<file path="config.mk">
export PLATFORM = sky130hd
export DESIGN_NAME = rst_cause_reg
export DESIGN_NICKNAME = d
export VERILOG_FILES = /design/src/rtl/rcr_pkg.sv /design/src/rtl/rcr_addr_decode.sv /design/src/rtl/rcr_flag_bit.sv /design/src/rtl/rst_cause_reg.sv
export SDC_FILE = /design/constraint.sdc
export NUM_CORES = 1
export LEC_CHECK = 0
export CORE_AREA = 5 5 42 44
export DETAILED_ROUTE_END_ITERATION = 10
export DIE_AREA = 0 0 47 49
export DONT_BUFFER_PORTS = 1
export GPL_TIMING_DRIVEN = 1
export PLACE_DENSITY = 0.44
export SLEW_MARGIN = 15
export SYNTH_ARGS = -nofsm -noshare
export SYNTH_HDL_FRONTEND = slang
export SYNTH_SLANG_ARGS = --single-unit
</file>
<file path="constraint.sdc">
create_clock -name clk -period 1.6 [get_ports clk]
set_input_delay 0.32 -clock clk [delete_from_list [all_inputs] [get_ports clk]]
set_output_delay 0.32 -clock clk [all_outputs]
set_load 0.05 [all_outputs]
</file>
<file path="src/rtl/rcr_pkg.sv">
package rcr_pkg;
  localparam int NUM_FLAGS = 4;

  typedef enum int unsigned {
    FLG_PWR   = 0,
    FLG_PIN   = 1,
    FLG_BROWN = 2,
    FLG_WDOG  = 3
  } flag_idx_e;

  typedef logic [NUM_FLAGS-1:0] flag_vec_t;
endpackage

</file>
<file path="src/rtl/rcr_addr_decode.sv">
module rcr_addr_decode #(
  parameter int          ADDR_W    = 8,
  parameter logic [7:0]  DATA_ADDR = 8'h54,
  parameter logic [7:0]  IO_OFFSET = 8'h20
) (
  input  logic [ADDR_W-1:0] addr_i,
  output logic              hit_o
);
  localparam logic [ADDR_W-1:0] DATA_MATCH = ADDR_W'(DATA_ADDR);
  localparam logic [ADDR_W-1:0] IO_MATCH   = ADDR_W'(DATA_ADDR - IO_OFFSET);

  always_comb begin
    hit_o = (addr_i == DATA_MATCH) || (addr_i == IO_MATCH);
  end
endmodule

</file>
<file path="src/rtl/rcr_flag_bit.sv">
module rcr_flag_bit #(
  parameter bit CLR_ON_POR = 1'b1
) (
  input  logic clk,
  input  logic rst_n,
  input  logic set_i,
  input  logic por_i,
  input  logic wr_en_i,
  input  logic wr_bit_i,
  output logic q_o
);
  logic d;
  logic en;

  // priority: own event, then power-on clear, then write-zero clear
  always_comb begin
    en = set_i | (CLR_ON_POR & por_i) | wr_en_i;
    if (set_i)
      d = 1'b1;
    else if (CLR_ON_POR && por_i)
      d = 1'b0;
    else if (wr_en_i && !wr_bit_i)
      d = 1'b0;
    else
      d = q_o;
  end

  always_ff @(posedge clk or negedge rst_n) begin
    if (!rst_n)
      q_o <= 1'b0;
    else if (en)
      q_o <= d;
  end
endmodule

</file>
<file path="src/rtl/rst_cause_reg.sv">
module rst_cause_reg #(
  parameter int         ADDR_W    = 8,
  parameter int         DATA_W    = 8,
  parameter logic [7:0] DATA_ADDR = 8'h54,
  parameter logic [7:0] IO_OFFSET = 8'h20
) (
  input  logic              clk,
  input  logic              rst_n,
  input  logic              evt_pwr,
  input  logic              evt_pin,
  input  logic              evt_brown,
  input  logic              evt_wdog,
  input  logic [ADDR_W-1:0] bus_addr,
  input  logic              bus_we,
  input  logic [DATA_W-1:0] bus_wdata,
  output logic [DATA_W-1:0] bus_rdata,
  output logic              bus_hit
);
  import rcr_pkg::*;

  localparam int PAD_W = DATA_W - NUM_FLAGS;

  flag_vec_t events;
  flag_vec_t flags_q;
  logic      wr_en;
  logic      unused_wdata_hi;

  always_comb begin
    events           = '0;
    events[FLG_PWR]   = evt_pwr;
    events[FLG_PIN]   = evt_pin;
    events[FLG_BROWN] = evt_brown;
    events[FLG_WDOG]  = evt_wdog;
  end

  rcr_addr_decode #(
    .ADDR_W   (ADDR_W),
    .DATA_ADDR(DATA_ADDR),
    .IO_OFFSET(IO_OFFSET)
  ) u_dec (
    .addr_i(bus_addr),
    .hit_o (bus_hit)
  );

  assign wr_en           = bus_hit & bus_we;
  assign unused_wdata_hi = ^bus_wdata[DATA_W-1:NUM_FLAGS];

  for (genvar i = 0; i < NUM_FLAGS; i++) begin : g_flag
    rcr_flag_bit #(
      .CLR_ON_POR(i != FLG_PWR)
    ) u_bit (
      .clk     (clk),
      .rst_n   (rst_n),
      .set_i   (events[i]),
      .por_i   (evt_pwr),
      .wr_en_i (wr_en),
      .wr_bit_i(bus_wdata[i]),
      .q_o     (flags_q[i])
    );
  end

  always_comb begin
    if (bus_hit)
      bus_rdata = {{PAD_W{1'b0}}, flags_q};
    else
      bus_rdata = '0;
  end
endmodule

</file>
==> results.py, run 1 <==
metrics = {
    "status": {
        "status": "finished clean",
    },
    "placement": {
        "pre_cts_slack_ps": 29.44,
        "place_hpwl_um": 708.9,
        "place_area_um2": 325.3,
        "port_buffers": 0,
        "dp_cells": 47,
        "gp_congestion": 0.6293,
    },
    "setup_path": {
        "path_class": "in2out",
        "worstPathArrival_ps": 1170,
        "critPathRequiredTime_ps": 1280,
        "cp-start-kind": "input pin",
        "cp-end-kind": "primary output",
        "cp_max_fo": 5,
    },
    "synth": {
        "synth_largest_area_cell": "dfrtp_1",
        "synth.distinct_cells": 12,
        "yosysWarnings": 0,
        "synth-main-ff-cell": "dfrtp_1",
        "yosys-top-cells-count": "a21oi_1 (7), and2_1 (4), buf_4 (4), dfrtp_1 (4), nor4b_1 (4)",
        "syn-cell-area_um2": 299.0,
        "synth_top_area_share_pct": 33.47,
        "synthCells": 30,
        "async_flop_share_pct": 100.0,
        "synthTopCellsByArea": "dfrtp_1 (33%), a21oi_1 (12%), nor4b_1 (12%)",
        "ys_seq_area_share_pct": 33.47,
        "synth-seq-cells": 4,
        "synth_area_per_cell_um2": 9.968,
        "synth-edff-count": 0,
        "synth_most_common_cell": "a21oi_1",
    },
    "floorplanning": {
        "core_mm2": 0.001401,
        "die_x_um": 47,
        "die_h_um": 49,
        "initial_core_util_pct": 21.34,
        "dieArea_mm2": 0.002303,
        "fp-row-count": 14,
        "ioPinCount": 32,
    },
    "cells_and_area": {
        "top_regs": "g_flag.u_bit.q_o x4",
        "fin_cells": 51,
        "seq_area_um2": 100.1,
        "regMostFlops": "g_flag.u_bit.q_o",
        "final_layout_size_suffix_gt1_share_pct": 31.43,
        "fin_nets": 60,
        "largest_register_ffs": 4,
        "syn2layout_area_growth_pct": 19.67,
        "diodes": 0,
        "final_util_pct": 25.54,
        "fill_cells": 163,
        "multi_input_area_um2": 186.4,
        "stdcell_area_um2": 357.8,
    },
    "routing": {
        "drt_pre_antenna_iters": 4,
        "num_vias": 240,
        "drtIter0Drc": 2,
        "viasPerCell": 4.706,
        "wl_per_cell_um": 14.78,
        "routed_wl_um": 754,
        "route.detailed.drc": 0,
        "drtAntennaViolNets": 0,
    },
    "worst_hold_path": {
        "min_path_type": "in2reg",
    },
    "cts": {
        "cts_tree": "yes",
        "cts_max_path_buffers": 2,
        "worstSkewPairLatency_ps": 230,
        "numCtsBuffers": 3,
        "cts_sinks": 4,
        "post_cts_buffers": 0,
        "h-tree-depth": 1,
        "clockRootBuffer": "clkbuf_4",
        "clk_pin_slew_ps": 30,
        "cts_resized": 0,
    },
    "grt": {
        "first_global_vias": 254,
        "grt_remaining_overflow": 0,
        "antenna_found_initial": 0,
        "grt_util_all_layers_pct": 6.936,
        "grt_pass1_wl_um": 1090,
        "grt_max_degree": 6,
    },
    "timing": {
        "finalSetupViolations": 0,
        "fin_skew_ps": 0,
        "timing_max_transition_violations_final": 0,
        "worst_slack_ps": 110.9,
        "period_share_pct": 93.07,
        "fmax_mhz": 671.6,
        "finalCriticalPeriod_ps": 1489,
        "rsz0062_at_grt": "no",
        "hold_viol_final": 0,
    },
    "pwr": {
        "powerDensity_mw_per_mm2": 788.7,
        "peakVddDrop_uv": 541.5,
        "leakage_uw": 0.0001306,
    },
    "run": {
        "maxCapViolCount": 0,
    },
}
[what timing repair did]
| item | CTS | global route |
|---|---|---|
| endpoints found under the hold margin | 4 | 0 |
| hold buffers | 1 | 0 |
| setup endpoints to repair | 0 | 4 |
[path summary, 6_finish.rpt]
kind | from | to | slack, ps | cells after the start
hold reg to reg | g_flag[0].u_bit.q_o | g_flag[0].u_bit.q_o | 530 | 2
min in group asynchronous | rst_n | g_flag[3].u_bit.q_o | 370 | 1
setup / recovery | bus_addr[3] | bus_rdata[1] | 110 | 3
setup reg to reg | g_flag[1].u_bit.q_o | g_flag[1].u_bit.q_o | 890 | 2
max in group asynchronous | rst_n | g_flag[2].u_bit.q_o | 1060 | 1
hold / removal | evt_brown | g_flag[2].u_bit.q_o | 250 | 2
[routing by layer]
metal | up-vias | global-route usage (%) | share of wire (%)
met4 | 0 | 2.765 | 0
met2 | 17 | 10.63 | 49
met1 | 111 | 7.813 | 35
li1 | 112 | - | -
met3 | 0 | 3.690 | 17
met5 | - | 0 | 0
[critical path, cell delays in order]
cell and delay (ps):
nand4bb_4 220, nor4_4 330, and2_4 300
[stage by stage]
stage                     hold slack (ps)  total power, uW  TNS (ps)
final                               252.4            282.2         0
after global routing                251.1            305.9         0
after CTS                           250.7            288.2         0
after detailed placement            24.56            162.5         0
after global placement              24.59            161.3         0
after floorplan                     24.41            161.4     -1636
[kinds of logic (layout without fill, tap and decap cells)]
family,count (synthesis),count (layout),share of synthesized area (%)
XOR/XNOR,1,1,2.929
AO/OA/AOI/OAI,7,7,11.71
other,1,4,1.254
flip-flops,4,4,33.47
buffers and inverters,5,7,11.30
AND/OR/NAND/NOR,12,12,39.33
[final cells by class]
cell class              count  area share [%]
well taps                  16           5.594
clock buffers               3           6.294
inverters                   1           1.049
repair buffers              3           6.993
multi-input cells          24           52.10
flip-flops and latches      4           27.97
[power by group]
group | internal (uW) | leakage [uW] | switching, uW
clock network | 83.4 | 0.0000138 | 34.5
logic | 17.3 | 0.0000757 | 36.5
registers | 107 | 0.0000411 | 3.35
[cell usage in the layout (no fill, tap or decap), drive strengths merged]
cell	netlist	layout
nor4b	4	4
conb	1	4
nand4bb	1	1
nor2	1	1
a21oi	7	7
buf	4	2
clkbuf	0	3
dfrtp	4	4
and2	4	4
nor3	1	1
inv	1	1
nor4	1	1
xnor2	1	1
dlygate4sd3	0	1
Note: power is estimated with default switching activity, not from simulation.
==> run 2: changes to the inputs <==
==> constraint.sdc (replaced) <==
create_clock -name clk -period 1.9 [get_ports clk]
set_input_delay 0.38 -clock clk [delete_from_list [all_inputs] [get_ports clk]]
set_output_delay 0.38 -clock clk [all_outputs]
set_load 0.05 [all_outputs]
==> run 2 against run 1 <==
  * Total power shrank 16%
  * Worst setup slack gained 120 ps
  * Design area stayed put
  * Largest power group unchanged
  * Clock skew unchanged
  * Sequential share of layout area is the same
  * Sequential power shrank 15%
  * Critical endpoint unchanged
  * Clock power fell by 16%
==> results.py, run 2 (synthesized netlist as in run 1, its figures left out) <==
metrics = {
    "status": {
        "status": "finished clean",
    },
    "worst_hold_path": {
        "hold_end": "g_flag[2].u_bit.q_o",
        "hold_depth": 2,
        "holdCritStartpoint": "evt_brown",
        "min_path_type": "in2reg",
    },
    "timing": {
        "hold_viol_final": 0,
        "worst_slack_ps": 229.7,
        "hold_slack_ps": 312.4,
        "finalSetupViolations": 0,
        "fmax_mhz": 598.7,
        "timing_max_transition_violations_final": 0,
        "period_share_pct": 87.91,
        "fin_skew_ps": 0,
        "finalCriticalPeriod_ps": 1670,
        "rsz0062_at_grt": "no",
    },
    "cells_and_area": {
        "regMostFlops": "g_flag.u_bit.q_o",
        "largest_register_ffs": 4,
        "layout_common_cells": "a21oi_1 (7), and2_4 (4), nor4b_1 (4), conb_1 (4), dfrtp_1 (4)",
        "top_regs": "g_flag.u_bit.q_o x4",
        "final_common_cell": "a21oi_1",
        "diodes": 0,
        "syn2layout_area_growth_pct": 19.67,
        "fin_nets": 60,
        "final_layout_size_suffix_gt1_share_pct": 31.43,
    },
    "cts": {
        "clk_pin_slew_ps": 30,
        "cts_tree": "yes",
        "numCtsBuffers": 3,
        "clockRootBuffer": "clkbuf_4",
        "h-tree-depth": 1,
        "worstSkewPairLatency_ps": 230,
        "cts_max_path_buffers": 2,
        "cts_sinks": 4,
        "cts_resized": 0,
    },
    "setup_path": {
        "path_class": "in2out",
        "crit_slowest_cell": "nor4_4",
        "regToRegStartpoint": "g_flag[1].u_bit.q_o",
        "cp_num_buf_inv": 0,
        "worstPathCellList": "nand4bb_4 -> nor4_4 -> and2_4",
        "max_stage_delay_ps": 390,
        "critPathRequiredTime_ps": 1520,
        "cp-end-kind": "primary output",
        "r2r_cells": 2,
        "worstPathArrival_ps": 1290,
        "critPathTopFamily": "simple AND/OR/NAND/NOR gates",
        "crit_cells": 3,
        "cp-start-kind": "input pin",
        "cp_max_fo": 5,
        "r2r-end": "g_flag[1].u_bit.q_o",
        "reg2reg_slack_ps": 1190,
    },
    "grt": {
        "grt_max_degree": 6,
        "grt_util_all_layers_pct": 6.936,
        "first_global_vias": 254,
        "grt_pass1_wl_um": 1090,
        "grt_remaining_overflow": 0,
        "antenna_found_initial": 0,
    },
    "pwr": {
        "peakVddDrop_uv": 456.0,
        "leakage_uw": 0.0001305,
        "powerDensity_mw_per_mm2": 664.4,
        "total_power_uw": 237.7,
    },
    "placement": {
        "pre_cts_slack_ps": 209.4,
        "port_buffers": 0,
        "gp_congestion": 0.6293,
        "place_hpwl_um": 708.9,
    },
    "routing": {
        "drt_pre_antenna_iters": 4,
        "routed_wl_um": 750,
        "drtIter0Drc": 2,
        "route.detailed.drc": 0,
        "drtAntennaViolNets": 0,
        "wl_per_cell_um": 14.71,
        "viasPerCell": 4.706,
        "num_vias": 240,
    },
    "floorplanning": {
        "ioPinCount": 32,
        "initial_core_util_pct": 21.34,
        "fp-row-count": 14,
        "core_mm2": 0.001401,
        "dieArea_mm2": 0.002303,
        "die_x_um": 47,
        "die_h_um": 49,
    },
    "run": {
        "maxCapViolCount": 0,
    },
}
==> run 2: cell counts in the layout (fill, tap and decap cells not counted) <==
Identical to the previous run, type by type.
==> run 2: per-layer routing <==
layer / GRT usage [%] / wire length (um) / vias to the layer above / share of wire, %
li1: - / - / 112 / -
met1: 7.813 / 257 / 111 / 34
met2: 10.63 / 366 / 17 / 49
met3: 3.690 / 125 / 0 / 17
met4: 2.765 / 0 / 0 / 0
met5: 0 / 0 / - / 0
==> run 2: area by class of cell <==
type / count / area [um2]
clock buffers: 3 / 22.52
multi-input cells: 24 / 186.4
repair buffers: 3 / 25.02
flip-flops and latches: 4 / 100.1
inverters: 1 / 3.754
well taps: 16 / 20.02
fillers: 163 / 1044
==> run 2: timing repair <==
action	4_1_cts	5_1_grt
endpoints found under the hold margin	4	0
hold buffers	1	0
buffers inserted	0	0
==> run 2: report_power, final <==
group	total [uW]	internal (uW)	switching, uW
sequential	93.0	90.2	2.82
clock	99.3	70.3	29.1
combinational	45.4	14.7	30.7
total	238	175	62.6
==> run 2: how the worst max path moves through the flow <==
| stage | from | endpoint | slack, ps |
|---|---|---|---|
| after global routing | bus_addr[3] | bus_rdata[1] | 140 |
| after detailed placement | bus_addr[3] | bus_rdata[1] | 210 |
| final | bus_addr[3] | bus_rdata[1] | 230 |
| after CTS | bus_addr[3] | bus_rdata[1] | 210 |
| after floorplan | bus_addr[3] | bus_rdata[0] | -220 |
| after global placement | bus_addr[3] | bus_rdata[1] | 220 |
==> run 2: stage by stage <==
stage | instances | instance area [um2] | util (%) | setup TNS (ps)
2_1_floorplan | 33 | 320.3 | - | -883.7
3_3_place_gp | 47 | 325.3 | 23.21 | 0
3_5_place_dp | 47 | 325.3 | 23.21 | 0
4_1_cts | 51 | 357.8 | 25.54 | 0
5_1_grt | 51 | 357.8 | 25.54 | 0
6_report | 51 | 357.8 | 25.54 | 0
==> run 2: worst register-to-register path: stages (launching register included) <==
cell and delay, ps:
dfrtp_1 380, a21oi_1 140, a21oi_1 50
